[src/rtl/burst_colseq_pkg.sv]
package burst_colseq_pkg;

   typedef enum logic {
      WRAP_SEQ = 1'b0,
      WRAP_ILV = 1'b1
   } wrap_e;

   localparam logic [2:0] LEN_1    = 3'd0;
   localparam logic [2:0] LEN_2    = 3'd1;
   localparam logic [2:0] LEN_4    = 3'd2;
   localparam logic [2:0] LEN_8    = 3'd3;
   localparam logic [2:0] LEN_PAGE = 3'd7;

   // widest fixed burst is 8 beats -> 3 column bits
   localparam int FIXED_LOG2 = 3;

endpackage

[src/rtl/burst_len_decode.sv]
module burst_len_decode
   import burst_colseq_pkg::*;
#(
   parameter int COL_W = 9
) (
   input  logic [2:0]       len_code,
   input  logic             ilv,
   input  logic             is_write,
   input  logic             single_wr,
   output logic [COL_W-1:0] mask,
   output logic             page,
   output logic             illegal
);

   localparam logic [COL_W-1:0] ALL_ONES = {COL_W{1'b1}};

   logic       force_one;
   logic [2:0] eff_code;

   // legality is judged on the programmed setting, not the forced one
   always_comb begin
      illegal = 1'b0;
      if (len_code == LEN_PAGE && wrap_e'(ilv) == WRAP_ILV)
         illegal = 1'b1;
      else if (len_code > LEN_8 && len_code != LEN_PAGE)
         illegal = 1'b1;
   end

   assign force_one = is_write && single_wr;
   assign eff_code  = force_one ? LEN_1 : len_code;

   always_comb begin
      mask = '0;
      page = 1'b0;
      unique case (eff_code)
         LEN_1:    mask = '0;
         LEN_2:    mask = COL_W'(1);
         LEN_4:    mask = COL_W'(3);
         LEN_8:    mask = COL_W'(7);
         LEN_PAGE: begin
            mask = ALL_ONES;
            page = 1'b1;
         end
         default:  mask = '0;
      endcase
   end

endmodule

[src/rtl/burst_beat_counter.sv]
module burst_beat_counter #(
   parameter int W = 9
) (
   input  logic         clk,
   input  logic         rst_n,
   input  logic         clr,
   input  logic         inc,
   output logic [W-1:0] cnt
);

   always_ff @(posedge clk or negedge rst_n) begin
      if (!rst_n)
         cnt <= '0;
      else if (clr)
         cnt <= '0;
      else if (inc)
         cnt <= cnt + W'(1);
   end

endmodule

[src/rtl/burst_addr_gen.sv]
module burst_addr_gen
   import burst_colseq_pkg::*;
#(
   parameter int COL_W = 9
) (
   input  logic [COL_W-1:0] base,
   input  logic [COL_W-1:0] cnt,
   input  logic [COL_W-1:0] mask,
   input  wrap_e            order,
   output logic [COL_W-1:0] col
);

   logic [COL_W-1:0] seq_sum;

   // carries out of the masked field are discarded by the per-bit select
   assign seq_sum = base + cnt;

   generate
      for (genvar b = 0; b < COL_W; b++) begin : g_bit
         if (b < FIXED_LOG2) begin : g_low
            // low bits may wrap in either order
            assign col[b] = !mask[b]           ? base[b] :
                            (order == WRAP_ILV) ? (base[b] ^ cnt[b]) :
                                                  seq_sum[b];
         end else begin : g_high
            // upper bits only move in a page burst, which is sequential
            assign col[b] = mask[b] ? seq_sum[b] : base[b];
         end
      end
   endgenerate

endmodule

[src/rtl/burst_colseq.sv]
module burst_colseq
   import burst_colseq_pkg::*;
#(
   parameter int COL_W = 9
) (
   input  logic             clk,
   input  logic             rst_n,
   input  logic             start,
   input  logic             is_write,
   input  logic [COL_W-1:0] start_col,
   input  logic [2:0]       len_code,
   input  logic             wrap_ilv,
   input  logic             single_wr,
   input  logic             term,
   output logic [COL_W-1:0] col_addr,
   output logic             beat_valid,
   output logic             beat_last,
   output logic             mode_err
);

   generate
      if (COL_W < FIXED_LOG2 + 1) begin : g_bad_width
         $error("burst_colseq: COL_W must exceed the widest fixed burst field");
      end
   endgenerate

   logic [COL_W-1:0] dec_mask;
   logic             dec_page;
   logic             dec_illegal;

   logic [COL_W-1:0] base_q;
   logic [COL_W-1:0] mask_q;
   wrap_e            order_q;
   logic             page_q;
   logic             active_q;
   logic             err_q;
   logic [COL_W-1:0] cnt;
   logic             accept;

   burst_len_decode #(.COL_W(COL_W)) u_dec (
      .len_code  (len_code),
      .ilv       (wrap_ilv),
      .is_write  (is_write),
      .single_wr (single_wr),
      .mask      (dec_mask),
      .page      (dec_page),
      .illegal   (dec_illegal)
   );

   assign accept = start && (!active_q || beat_last || term);

   always_ff @(posedge clk or negedge rst_n) begin
      if (!rst_n) begin
         base_q   <= '0;
         mask_q   <= '0;
         order_q  <= WRAP_SEQ;
         page_q   <= 1'b0;
         active_q <= 1'b0;
         err_q    <= 1'b0;
      end else if (accept) begin
         err_q    <= dec_illegal;
         active_q <= !dec_illegal;
         base_q   <= start_col;
         mask_q   <= dec_mask;
         order_q  <= wrap_e'(wrap_ilv);
         page_q   <= dec_page;
      end else begin
         err_q <= 1'b0;
         if (active_q && (beat_last || term))
            active_q <= 1'b0;
      end
   end

   burst_beat_counter #(.W(COL_W)) u_cnt (
      .clk   (clk),
      .rst_n (rst_n),
      .clr   (accept),
      .inc   (active_q),
      .cnt   (cnt)
   );

   burst_addr_gen #(.COL_W(COL_W)) u_addr (
      .base  (base_q),
      .cnt   (cnt),
      .mask  (mask_q),
      .order (order_q),
      .col   (col_addr)
   );

   assign beat_valid = active_q;
   assign beat_last  = active_q && !page_q && (cnt == mask_q);
   assign mode_err   = err_q;

   // ---------------- assertions ----------------
   assert_last_in_beat_R3: assert property (@(posedge clk) disable iff (!rst_n)
      beat_last |-> beat_valid);

   assert_end_after_last_R3: assert property (@(posedge clk) disable iff (!rst_n)
      (beat_last && !start) |=> !beat_valid);

   assert_term_stops_R7: assert property (@(posedge clk) disable iff (!rst_n)
      (beat_valid && term && !start) |=> !beat_valid);

   assert_err_no_beat_R5: assert property (@(posedge clk) disable iff (!rst_n)
      mode_err |-> !beat_valid);

   assert_upper_hold_R1: assert property (@(posedge clk) disable iff (!rst_n)
      (beat_valid && !beat_last && !term && !start) |=>
         (beat_valid && ((col_addr & ~mask_q) == $past(col_addr & ~mask_q))));

   assert_first_beat_R8: assert property (@(posedge clk) disable iff (!rst_n)
      (start && !beat_valid && !dec_illegal) |=>
         (beat_valid && col_addr == $past(start_col)));

   assert_single_write_R6: assert property (@(posedge clk) disable iff (!rst_n)
      (start && is_write && single_wr && !dec_illegal) |->
         (dec_mask == '0 && !dec_page));

endmodule

[config.mk]
export PLATFORM = sky130hd
export DESIGN_NAME = burst_colseq
export DESIGN_NICKNAME = d
export VERILOG_FILES = /design/src/rtl/burst_colseq_pkg.sv /design/src/rtl/burst_len_decode.sv /design/src/rtl/burst_beat_counter.sv /design/src/rtl/burst_addr_gen.sv /design/src/rtl/burst_colseq.sv
export SDC_FILE = /design/constraint.sdc
export NUM_CORES = 1
export LEC_CHECK = 0
export BUFFER_PORTS_ARGS = -buffer_cell sky130_fd_sc_hd__buf_2
export CAP_MARGIN = 10
export CORE_MARGIN = 2
export CORE_UTILIZATION = 60
export CTS_CLUSTER_SIZE = 10
export DETAILED_ROUTE_END_ITERATION = 8
export HOLD_SLACK_MARGIN = 0.15
export PLACE_DENSITY = 0.85
export SLEW_MARGIN = 20
export SYNTH_ARGS = -nofsm -noshare
export SYNTH_HDL_FRONTEND = slang
export SYNTH_SLANG_ARGS = --single-unit
[constraint.sdc]
create_clock -name clk -period 4.45 [get_ports clk]
set_clock_uncertainty 0.2 [all_clocks]
set_input_delay 0.445 -clock clk [delete_from_list [all_inputs] [get_ports clk]]
set_output_delay 0.445 -clock clk [all_outputs]
set_load 0.02 [all_outputs]
; ---- Word-level counts from Yosys, hierarchy flattened
; Cells that the tools add are included.
[word_totals]
ff_bits = 31
wordCells = 57
[classes]
addsub = 2
n_lt_le_gt_ge = 1
eq_ne = 7
bitwise = 3
n_mux = 22
reduce_logical = 15
[ops]
columns = cell, n
row1 = one-hot mux 9 bit (4 select lines), 1
row2 = 2-to-1 mux 1 bit, 18
row3 = 2-to-1 mux 9 bit, 2
row4 = "adder 9 x 1 -> 9 bit, second input constant", 1
row5 = adder 9 bit, 1
row6 = equality test 9 bit, 1
row7 = logical AND 1 bit, 7
row8 = "equality test 3 x 2 -> 1 bit, second input constant", 2
row9 = "equality test 3 bit, second input constant", 2
row10 = nonzero test 2 bit, 2
row11 = "equality test 3 x 1 -> 1 bit, second input constant", 1
row12 = "greater-than comparator 3 x 2 -> 1 bit, second input constant", 1
row13 = logical NOT 1 bit, 3
row14 = logical OR 1 bit, 3
row15 = 2-to-1 mux 3 bit, 1
row16 = "inequality test 3 bit, second input constant", 1
row17 = XOR 1 bit, 3

; ---- Logic depth before layout (Yosys ltp)
; Gate-level depths: netlist (run 1).
[depth]
word_depth = 7
mapped_depth = 6

; ---- Cells and area by module
; From an unflattened synthesis (run 1), not the netlist that was laid out.
[hier_totals]
hier_cells = 316
area_unflattened_um2 = 2587.5
[modules_own_cells]
columns = module, cells_each, area_per_inst_um2, seq_area_each_um2, n_inst
row1 = burst_colseq, 208, 1597.8, 550.5, 1
row2 = burst_beat_counter, 43, 459.2, 225.2, 1
row3 = burst_addr_gen, 50, 427.9, 0.0, 1
row4 = burst_len_decode, 15, 102.6, 0.0, 1

; ---- Worst setup path before layout (run 1)
; Ideal clock, no wire load.
[synth_timing]
path_kind = register to output
from = register u_cnt.cnt[0]
to = output port col_addr[8]
arrival_time_ps = 2495
n_path_buf = 0
path_stages_with_launch = 7
path_slack_ps = 1310
path_cell_list = dfrtp_1 > ha_1 > fa_1 > a21o_1 > a2111oi_4 > mux2_2 > a211oi_1
[synth_between]
elab_chain_cells = 2
[synth_rtl]
columns = element, line_no
row1 = from (decl), burst_beat_counter.sv:8  ; output logic [W-1:0] cnt
row2 = from (signal assigned), burst_beat_counter.sv:17  ; cnt <= cnt + W'(1);
row3 = adder 9 bit, burst_addr_gen.sv:16  ; assign seq_sum = base + cnt;
row4 = 2-to-1 mux 1 bit, burst_addr_gen.sv:27  ; assign col[b] = mask[b] ? seq_sum[b] : base[b];
row5 = to (decl), burst_colseq.sv:15  ; output logic [COL_W-1:0] col_addr,
; No other way between the ends.

; ---- Worst setup path after layout (run 1)
; Same ends and word-level chain as after synthesis.

==> qor.txt, run 1 <==
Status -> complete, no violations
Clock Sinks -> 25
Number of port buffers -> 30
Slowest CP cell -> dfrtp_1
Leakage power -> 0.963 nW
Post-synth EDFFs -> 0
Clock period minus worst slack -> 3.50 ns
Endpoints failing setup -> 0
Largest net degree at the start of global routing -> 26
Rows -> 19
Vias -> 1412
Critical path required time -> 3.81 ns
Synth Area in Simple Gates -> 17.7%
Routed WL -> 3840 um
Largest delay contributor family on the critical path -> compound AO/OA/AOI/OAI gates
Crit Path Class -> flip-flop to primary output
Post-Route Setup TNS -> 0 ns
Multi-input logic area -> 0.00105 mm^2
Syn Inst Count -> 161
Net Count, Synth -> 190
Top Layer Used -> met4
Vias in the first global route -> 1412
CTS root buffer -> clkbuf_4
Die height -> 57.8 um
Worst slew pin tran -> 0.834 ns
Adder-cell share of the synthesized area -> 7.64%
FILL cells -> 193
Biggest area consumer among synthesized cells -> dfrtp_1
Final max-slew violation count -> 0
ANT nets after route -> 0
Slowest stage delay, CP -> 0.49 ns
Synth area leaders -> dfrtp_1 36%, mux2_4 7.8%, ha_1 6.5%
Largest family of logic cells by synthesized area -> simple AND/OR/NAND/NOR gates
Fraction of registers with async set/reset -> 100%
Synthesized area -> 0.00174 mm^2
Final hold vios -> 0
Synth warn -> 0
Register Area -> 626 um^2
Clock Pin Slew Worst Setup and Hold Paths -> 0.13 ns
Initial core utilization -> 62.9%
Post-synth top area share -> 36.0%
Main synth FF type -> dfrtp_1
Multiplexer share of the synthesized area -> 15.4%
CP Launch Type -> flip-flop
Via-per-instance ratio -> 6.11
Slew headroom -> 44.2%
Post-CTS Resized -> 0
Clk_lat worst skew -> 0.33 ns
Synth Register Bits -> 25
Post-Syn Area per Cell -> 10.8 um^2
Met2 routed WL -> 2010 um
Diodes inserted -> 0
RSZ-0062 raised after global routing -> no
Die Wd -> 57.8 um
Area delta synth->final -> 15.4%
Nature of the critical path endpoint -> primary output
Initial antenna violation count -> 0
Routed met3 length -> 173 um
WP buf/inv -> 1
Layout cells sized above 1 -> 28.5%
Synth Area in Compound Gates -> 12.5%
FMAX -> 286 MHz
Hold Slack -> 0.161 ns
TritonCTS clock tree -> built
Starting DRC count in detailed routing -> 31
First-pass GRT wire length -> 6690 um
Fin crit share -> 78.6%
Hold Crit Class -> input pin to flip-flop
Initial DRT Pass Iterations -> 4
# nets final -> 230
GR Overflow Total -> 0
Core ar. -> 0.00276 mm^2
Wire length per cell -> 16.6 um
Max-Cap Viols -> 0
Crit-path max FO -> 7
DP HPWL -> 2730 um
CTS buffer count -> 3
Die Area -> 0.00334 mm^2
Met1 WL -> 1590 um
WP data arrival -> 2.85 ns
Drt drc -> 0
Placer Congestion -> 0.933
Max clock buf depth -> 2
Unique cell type count in the Yosys netlist -> 43
Crit path cell chain -> ha_1 > fa_1 > a21o_1 > a2111oi_4 > mux2_2 > a211oi_1 > buf_2
Synth Area in XOR/XNOR -> 7.57%
PwrDens -> 401 mW/mm^2
I/O pins -> 31
H-tree Lvls -> 1
VDD IR max -> 0.311 mV
Gr usage total -> 25.9%
Post-synthesis sequential area ratio -> 36.0%
-- cell usage in the layout (no fill, tap or decap), types with 2 or more instances in the layout --
cell type,n
nand3_1,9
nand2_1,10
nor2_1,13
nor2b_1,2
nand4_1,4
and3_1,4
dfrtp_1,25
o21a_1,3
mux2_2,9
dlygate4sd3_1,10
xor2_1,8
inv_1,2
xnor2_1,7
ha_1,9
a21oi_1,10
clkbuf_4,3
a211oi_1,2
mux2i_1,3
buf_2,30
o21ai_0,4
a21o_1,2
nor3_1,2
mux2_4,9
o31ai_1,2
-- cells by family (layout without fill, tap and decap cells) --
kind of cell             after synthesis  in the layout
adder cells (fa/ha/maj)               10             10
multiplexers                          21             21
buffers and inverters                  7             46
XOR/XNOR                              15             15
AND/OR/NAND/NOR                       54             54
flip-flops                            25             25
AO/OA/AOI/OAI                         29             29
-- worst paths after layout --
| path | slack (ns) | start | to | cells past startpoint |
|---|---|---|---|---|
| min in group asynchronous | 0.44 | rst_n | mask_q[1] | 2 |
| worst min-delay path | 0.16 | start | beat_valid | 3 |
| worst max register to register | 1.98 | mask_q[7] | base_q[0] | 4 |
| worst max-delay path | 0.95 | u_cnt.cnt[0] | col_addr[8] | 7 |
| max in group asynchronous | 3.23 | rst_n | u_cnt.cnt[7] | 2 |
| worst min register to register | 0.38 | base_q[4] | base_q[4] | 1 |
-- flip-flops by register name (all words and copies together), names as in the netlist --
signal,count
mask_q,4
mode_err,1
base_q,9
order_q,1
u_cnt.cnt,9
beat_valid,1
-- worst reg2reg max path, stage by stage, from the launching register on --
cell,delay [ns]
dfrtp_1,0.55
nor4b_4,0.39
nand3_2,0.14
o21ai_4,0.67
mux2_2,0.43
-- cell type report --
type | count | area share (%)
inverters | 2 | 0.375
multi-input cells | 129 | 52.7
well taps | 31 | 1.94
repair buffers | 40 | 12.5
flip-flops and latches | 25 | 31.2
clock buffers | 4 | 1.31
-- where the power goes --
| group | total, W | leakage, nW | switching, W | internal (W) |
|---|---|---|---|---|
| Sequential | 0.000328 | 0.318 | 0.0000601 | 0.000268 |
| Clock | 0.000106 | 0.0150 | 0.0000705 | 0.0000352 |
| Combinational | 0.000370 | 0.630 | 0.000193 | 0.000177 |
-- layer usage --
metal / GRT usage, % / vias up
met5: 0 / -
met4: 7.64 / 0
met3: 3.79 / 6
met2: 44.5 / 46
met1: 34.0 / 695
li1: - / 665
-- cells in the mapped netlist (2+ instances only) --
master / number
nand2_1: 10
nor2b_1: 2
o21ai_0: 4
nor2_1: 13
inv_1: 2
mux2_2: 9
a21oi_1: 10
and3_1: 4
a211oi_1: 2
nand3_1: 9
mux2_4: 9
nand4_1: 4
xor2_1: 8
dfrtp_1: 25
mux2i_1: 3
nor3_1: 2
xnor2_1: 7
a21o_1: 2
o31ai_1: 2
o21a_1: 3
ha_1: 9
-- through the flow --
| stage | area, um^2 | util (%) | cells | total power [W] | setup WS (ns) |
|---|---|---|---|---|---|
| floorplan | 1740 | - | 161 | 0.000602 | 1.31 |
| global placement | 1880 | 68.1 | 217 | 0.000673 | 1.42 |
| detailed placement | 1880 | 68.1 | 217 | 0.000690 | 1.33 |
| CTS | 1970 | 71.6 | 228 | 0.000799 | 0.949 |
| global route | 2000 | 72.6 | 231 | 0.000858 | 0.785 |
| finish | 2000 | 72.6 | 231 | 0.000803 | 0.953 |
-- timing repair --
| action | 4_1_cts | 5_1_grt |
|---|---|---|
| endpoints found under the hold margin | 31 | 3 |
| endpoints found under the setup margin | 0 | 0 |
| setup buffers | 0 | 0 |
| hold buffers | 7 | 3 |
Power figures use the tool's default switching activity.
==> run 2, diff against run 1 <==
--- a/config.mk
+++ b/config.mk
@@ -8,11 +8,11 @@
 export BUFFER_PORTS_ARGS = -buffer_cell sky130_fd_sc_hd__buf_2
 export CAP_MARGIN = 10
 export CORE_MARGIN = 2
-export CORE_UTILIZATION = 60
+export CORE_UTILIZATION = 50
 export CTS_CLUSTER_SIZE = 10
 export DETAILED_ROUTE_END_ITERATION = 8
 export HOLD_SLACK_MARGIN = 0.15
-export PLACE_DENSITY = 0.85
+export PLACE_DENSITY = 0.76
 export SLEW_MARGIN = 20
 export SYNTH_ARGS = -nofsm -noshare
 export SYNTH_HDL_FRONTEND = slang
==> constraint.sdc (replaced) <==
create_clock -name clk -period 3.1 [get_ports clk]
set_clock_uncertainty 0.2 [all_clocks]
set_input_delay 0.31 -clock clk [delete_from_list [all_inputs] [get_ports clk]]
set_output_delay 0.31 -clock clk [all_outputs]
set_load 0.02 [all_outputs]
==> qor.txt, run 2 (synthesis gave the netlist of run 1 again) <==
FF-to-FF path depth -> 4 (unchanged)
Number of port buffers -> 30 (unchanged)
Crit path cell chain -> ha_2 > fa_2 > a21o_4 > a2111oi_4 > mux2_4 > a211oi_2 > buf_4 (was ha_1 > fa_1 > a21o_1 > a2111oi_4 > mux2_2 > a211oi_1 > buf_2)
HP Start -> len_code[0] (was start)
Wire length per cell -> 15.7 um (was 16.6 um)
Hold Crit Class -> input pin to flip-flop (unchanged)
Hold depth -> 3 (unchanged)
Initial antenna violation count -> 0 (unchanged)
Largest delay contributor family on the critical path -> compound AO/OA/AOI/OAI gates (unchanged)
VDD IR max -> 0.320 mV (was 0.311 mV)
Hold Slack -> 0.206 ns (was 0.161 ns)
Nature of the critical path endpoint -> primary output (unchanged)
Final hold vios -> 0 (unchanged)
Endpoints failing setup -> 1 (was 0)
Final max-slew violation count -> 0 (unchanged)
Core ar. -> 0.00334 mm^2 (was 0.00276 mm^2)
TritonCTS clock tree -> built (unchanged)
ANT nets after route -> 0 (unchanged)
Vias in the first global route -> 1623 (was 1412)
Post-Route Setup TNS -> -0.0109 ns (was 0 ns)
Gr usage total -> 22.5% (was 25.9%)
Crit Path Class -> flip-flop to primary output (unchanged)
First-pass GRT wire length -> 7020 um (was 6690 um)
Clk_lat worst skew -> 0.33 ns (about the same)
Final worst slack -> -0.0109 ns (was 0.953 ns)
Largest registers -> base_q (9), u_cnt.cnt (9), mask_q (4) (unchanged)
Fin crit share -> 100%
Crit-path max FO -> 3 (was 7)
# nets final -> 244 (was 230)
WP buf/inv -> 1 (unchanged)
Worst slew pin tran -> 0.680 ns (was 0.834 ns)
Max clock buf depth -> 2 (unchanged)
Clock Sinks -> 25 (unchanged)
Initial DRT Pass Iterations -> 4 (unchanged)
DP HPWL -> 2950 um (was 2730 um)
Most common cell after layout, fill and taps aside -> buf_2 (unchanged)
Most frequent cells in the layout -> 29 x buf_2, 25 x dfrtp_1, 17 x dlygate4sd3_1, 13 x nor2_1 (was 30 x buf_2, 25 x dfrtp_1, 13 x nor2_1)
Drt drc -> 0 (unchanged)
Layout cells sized above 1 -> 31.8% (was 28.5%)
PwrDens -> 558 mW/mm^2 (was 401 mW/mm^2)
RSZ-0062 raised after global routing -> yes (was no)
FF-to-FF End -> base_q[3] (was base_q[0])
GR Overflow Total -> 0 (unchanged)
Starting DRC count in detailed routing -> 69 (was 31)
Initial core utilization -> 52.0% (was 62.9%)
Placed Cells -> 236 (was 217)
Largest net degree at the start of global routing -> 26 (unchanged)
Die Area -> 0.00396 mm^2 (was 0.00334 mm^2)
CP Launch Type -> flip-flop (unchanged)
RR Startpoint -> mask_q[7] (unchanged)
Vias -> 1439 (was 1412)
Slowest stage delay, CP -> 0.41 ns (was 0.49 ns)
Die height -> 62.9 um (was 57.8 um)
I/O pins -> 31 (unchanged)
Hold path endpoint -> mode_err (was beat_valid)
Diodes inserted -> 0 (unchanged)
Clock period minus worst slack -> 3.11 ns
Tot Pwr -> 0.00121 W (was 0.000803 W)
Slowest CP cell -> dfrtp_1 (unchanged)
Via-per-instance ratio -> 5.53 (was 6.11)
Fin util -> 65.0% (was 72.6%)
Critical path required time -> 2.59 ns (was 3.81 ns)
Leakage power -> 1.03 nW (was 0.963 nW)
Setup slack, reg-to-reg -> 0.77 ns (was 1.98 ns)
Routed WL -> 4070 um (was 3840 um)
Max-Cap Viols -> 0 (unchanged)
Die Wd -> 62.9 um (was 57.8 um)
CTS buffer count -> 3 (unchanged)
CTS root buffer -> clkbuf_4 (unchanged)
WP data arrival -> 2.60 ns (was 2.85 ns)
Failing checks -> negative setup slack
Clock Pin Slew Worst Setup and Hold Paths -> 0.13 ns (about the same)
Post-Layout Cell Count -> 260 (was 231)
FMAX -> 321 MHz
Status -> complete, but fails checks (was complete, no violations)
Slew headroom -> 54.5% (was 44.2%)
Placer Congestion -> 0.912 (was 0.933)
Rows -> 21 (was 19)
H-tree Lvls -> 1 (unchanged)
Area delta synth->final -> 24.9% (was 15.4%)
-- run 2: worst reg2reg max path, stage by stage (launching register included) --
cell,delay (ns)
dfrtp_1,0.54
nor4b_4,0.38
nand3_2,0.13
o21ai_4,0.56
mux2_2,0.41
-- run 2: final cells by class --
cell class	instances	area, um^2
Multi-Input combinational cell	129	1080
Timing Repair Buffer	54	375
Inverter	2	7.51
Tap cell	46	57.6
Sequential cell	25	626
Clock buffer	4	26.3
Fill cell	289	1170
-- run 2: where the power goes --
part | internal (W) | switching (W)
clock network | 0.0000506 | 0.000100
logic | 0.000295 | 0.000302
registers | 0.000384 | 0.0000778
-- run 2: through the flow --
step / cell area, um^2 / setup WS (ns)
after floorplan: 1740 / 0.0946
after global placement: 1930 / 0.272
after detailed placement: 1930 / 0.144
after CTS: 2150 / -0.0538
after global routing: 2170 / -0.119
final: 2170 / -0.0109
-- run 2: per-layer routing --
metal	up-vias	track usage [%]	part of all wire, %
li1	694	-	-
met1	701	24.0	41
met2	35	43.2	53
met3	9	3.96	3.9
met4	0	8.89	2.3
met5	-	0	0
-- run 2: worst max-delay path by stage --
stage | start | to | slack (ns) | cells past startpoint
after floorplan | u_cnt.cnt[0] | col_addr[8] | 0.09 | 6
after global placement | base_q[0] | col_addr[8] | 0.27 | 7
after detailed placement | base_q[0] | col_addr[8] | 0.14 | 7
after CTS | base_q[0] | col_addr[8] | -0.05 | 7
after global routing | u_cnt.cnt[1] | col_addr[8] | -0.12 | 6
final | base_q[0] | col_addr[8] | -0.01 | 7
-- run 2: repair_timing --
item,in CTS,in global routing
buffers inserted,2,1
endpoints found under the hold margin,38,0
hold buffers,17,0
pin swaps,1,1
setup endpoints to repair,1,2
resized for setup,5,1
==> run 3, diff against run 2 <==
--- a/config.mk
+++ b/config.mk
@@ -12,7 +12,7 @@
 export CTS_CLUSTER_SIZE = 10
 export DETAILED_ROUTE_END_ITERATION = 8
 export HOLD_SLACK_MARGIN = 0.15
-export PLACE_DENSITY = 0.76
+export PLACE_DENSITY_LB_ADDON = 0.05
 export SLEW_MARGIN = 20
 export SYNTH_ARGS = -nofsm -noshare
 export SYNTH_HDL_FRONTEND = slang
==> qor.txt, run 3 (synthesis gave the netlist of run 1 again) <==
Gr usage total -> 20.4% (was 22.5%)
Status -> complete, no violations (was complete, but fails checks)
WP data arrival -> 2.57 ns (was 2.60 ns)
Clk_lat worst skew -> 0.32 ns (was 0.33 ns)
Final max-slew violation count -> 0 (unchanged)
DP HPWL -> 2770 um (was 2950 um)
Endpoints failing setup -> 0 (was 1)
Final hold vios -> 0 (unchanged)
FMAX -> 325 MHz (was 321 MHz)
Max clock buf depth -> 2 (unchanged)
Clock share of power -> 12.6% (was 12.5%)
Slew headroom -> 52.3% (was 54.5%)
RR Startpoint -> mask_q[7] (unchanged)
Clock period minus worst slack -> 3.08 ns (was 3.11 ns)
Hold depth -> 3 (unchanged)
Nature of the critical path endpoint -> primary output (unchanged)
Die Wd -> 62.9 um (unchanged)
First-pass GRT wire length -> 6520 um (was 7020 um)
Tot Pwr -> 0.00121 W (about the same)
GRT met2 Usage -> 32.4% (was 43.2%)
Initial antenna violation count -> 0 (unchanged)
I/O pins -> 31 (unchanged)
Drt drc -> 0 (unchanged)
Layer with the highest usage -> met2 (unchanged)
Most frequent cells in the layout -> 28 x buf_2, 25 x dfrtp_1, 17 x dlygate4sd3_1, 13 x nor2_1, 11 x mux2_4 (was 29 x buf_2, 25 x dfrtp_1, 17 x dlygate4sd3_1, 13 x nor2_1)
Placed cell area -> 0.00193 mm^2 (unchanged)
GR Overflow Total -> 0 (unchanged)
Worst slew pin tran -> 0.713 ns (was 0.680 ns)
Hold Slack -> 0.206 ns (about the same)
Clock Sinks -> 25 (unchanged)
Final Cell Area -> 0.00217 mm^2 (about the same)
Max-Cap Viols -> 0 (unchanged)
Die Area -> 0.00396 mm^2 (unchanged)
Clock Pin Slew Worst Setup and Hold Paths -> 0.15 ns (was 0.13 ns)
Core ar. -> 0.00334 mm^2 (unchanged)
TritonCTS clock tree -> built (unchanged)
M3 GR Usage -> 4.50% (was 3.96%)
Post-Layout Cell Count -> 260 (unchanged)
Via-per-instance ratio -> 5.41 (was 5.53)
Net Sw Frac -> 39.3% (was 39.7%)
CTS buffer count -> 3 (unchanged)
Placer Congestion -> 0.844 (was 0.912)
HP Start -> is_write (was len_code[0])
FF-to-FF path depth -> 5 (was 4)
Hold path endpoint -> mask_q[1] (was mode_err)
CTS root buffer -> clkbuf_4 (unchanged)
Number of port buffers -> 30 (unchanged)
Sequential share of power -> 37.1% (was 38.2%)
Hold Crit Class -> input pin to flip-flop (unchanged)
Crit Path Class -> flip-flop to primary output (unchanged)
PwrDens -> 557 mW/mm^2 (was 558 mW/mm^2)
Fin crit share -> 99.4% (was 100%)
Switching pwr -> 0.000476 W (was 0.000480 W)
# nets final -> 244 (unchanged)
Placed Cells -> 236 (unchanged)
Vias -> 1406 (was 1439)
Diodes inserted -> 0 (unchanged)
RSZ-0062 raised after global routing -> yes (unchanged)
Rows -> 21 (unchanged)
Area delta synth->final -> 25.3% (was 24.9%)
Starting DRC count in detailed routing -> 56 (was 69)
Die height -> 62.9 um (unchanged)
CP Launch Type -> flip-flop (unchanged)
VDD IR max -> 0.260 mV (was 0.320 mV)
Routed WL -> 3780 um (was 4070 um)
ANT nets after route -> 0 (unchanged)
Met1 usage -> 28.3% (was 24.0%)
Layout cells sized above 1 -> 31.8% (unchanged)
Wire length per cell -> 14.5 um (was 15.7 um)
Largest registers -> base_q (9), u_cnt.cnt (9), mask_q (4) (unchanged)
Critical path required time -> 2.59 ns (about the same)
Logic pwr share -> 50.3% (was 49.4%)
FF-to-FF End -> mode_err (was base_q[3])
Leakage power -> 1.04 nW (was 1.03 nW)
Cell Int Power -> 0.000736 W (was 0.000730 W)
H-tree Lvls -> 1 (unchanged)
Largest net degree at the start of global routing -> 26 (unchanged)
Crit-path max FO -> 3 (unchanged)
Initial DRT Pass Iterations -> 4 (unchanged)
Vias in the first global route -> 1435 (was 1623)
Most common cell after layout, fill and taps aside -> buf_2 (unchanged)
Setup slack, reg-to-reg -> 0.42 ns (was 0.77 ns)
Initial core utilization -> 52.0% (unchanged)
[run 3: changes by cell type in the layout (fill, tap and decap cells not counted), sizes merged]
cell / change
clkbuf: -1
clkinvlp: +1
[run 3: power groups by stage]
stage	Combinational (W)	Sequential (W)	Clock [W]
2_1_floorplan	0.000415	0.000449	0
3_3_place_gp	0.000547	0.000453	0
3_5_place_dp	0.000557	0.000454	0
4_1_cts	0.000600	0.000449	0.000160
5_1_grt	0.000663	0.000460	0.000171
6_report	0.000609	0.000450	0.000153
[run 3: worst max path at each step]
stage                  from          end  slack, ns  cells past startpoint
6_report          base_q[0]  col_addr[8]       0.02                      7
5_1_grt           base_q[0]  col_addr[8]      -0.11                      7
4_1_cts           base_q[0]  col_addr[8]      -0.12                      7
3_5_place_dp      base_q[0]  col_addr[8]       0.18                      7
3_3_place_gp      base_q[0]  col_addr[8]       0.26                      7
2_1_floorplan  u_cnt.cnt[0]  col_addr[8]       0.09                      6
[run 3: timing repair]
item,in CTS,in global routing
cloned,0,0
hold endpoints to repair,38,0
pin swaps,4,4
endpoints found under the setup margin,1,2
buffers inserted,2,1
hold buffers,17,0
resized for setup,5,3
[run 3: layer usage]
metal | share of wire, % | vias to the layer above
met5 | 0 | -
met1 | 49 | 674
li1 | - | 697
met2 | 45 | 31
met3 | 4.2 | 4
met4 | 1.0 | 0
[run 3: critical path, cell delays in order (launching register included)]
cell	delay, ns
dfrtp_1	0.41
ha_2	0.20
fa_2	0.34
a21o_1	0.21
a2111oi_4	0.39
mux2_4	0.34
a211oi_2	0.19
buf_4	0.17
[run 3: through the flow]
step           utilization (%)  setup TNS (ns)  worst slack (ns)
5_1_grt                   65.2          -0.114            -0.107
6_report                  65.2               0            0.0194
2_1_floorplan                -               0            0.0946
4_1_cts                   64.6          -0.122            -0.122
3_3_place_gp              57.7               0             0.258
3_5_place_dp              57.7               0             0.176
[run 3: cell type report]
type	instances	area [um^2]
fill	293	1160
multi-input combinational	129	1070
sequential	25	626
timing repair buffer	54	382
tap	46	57.6
clock buffer	3	22.5
clock inverter	1	7.51
inverter	2	7.51
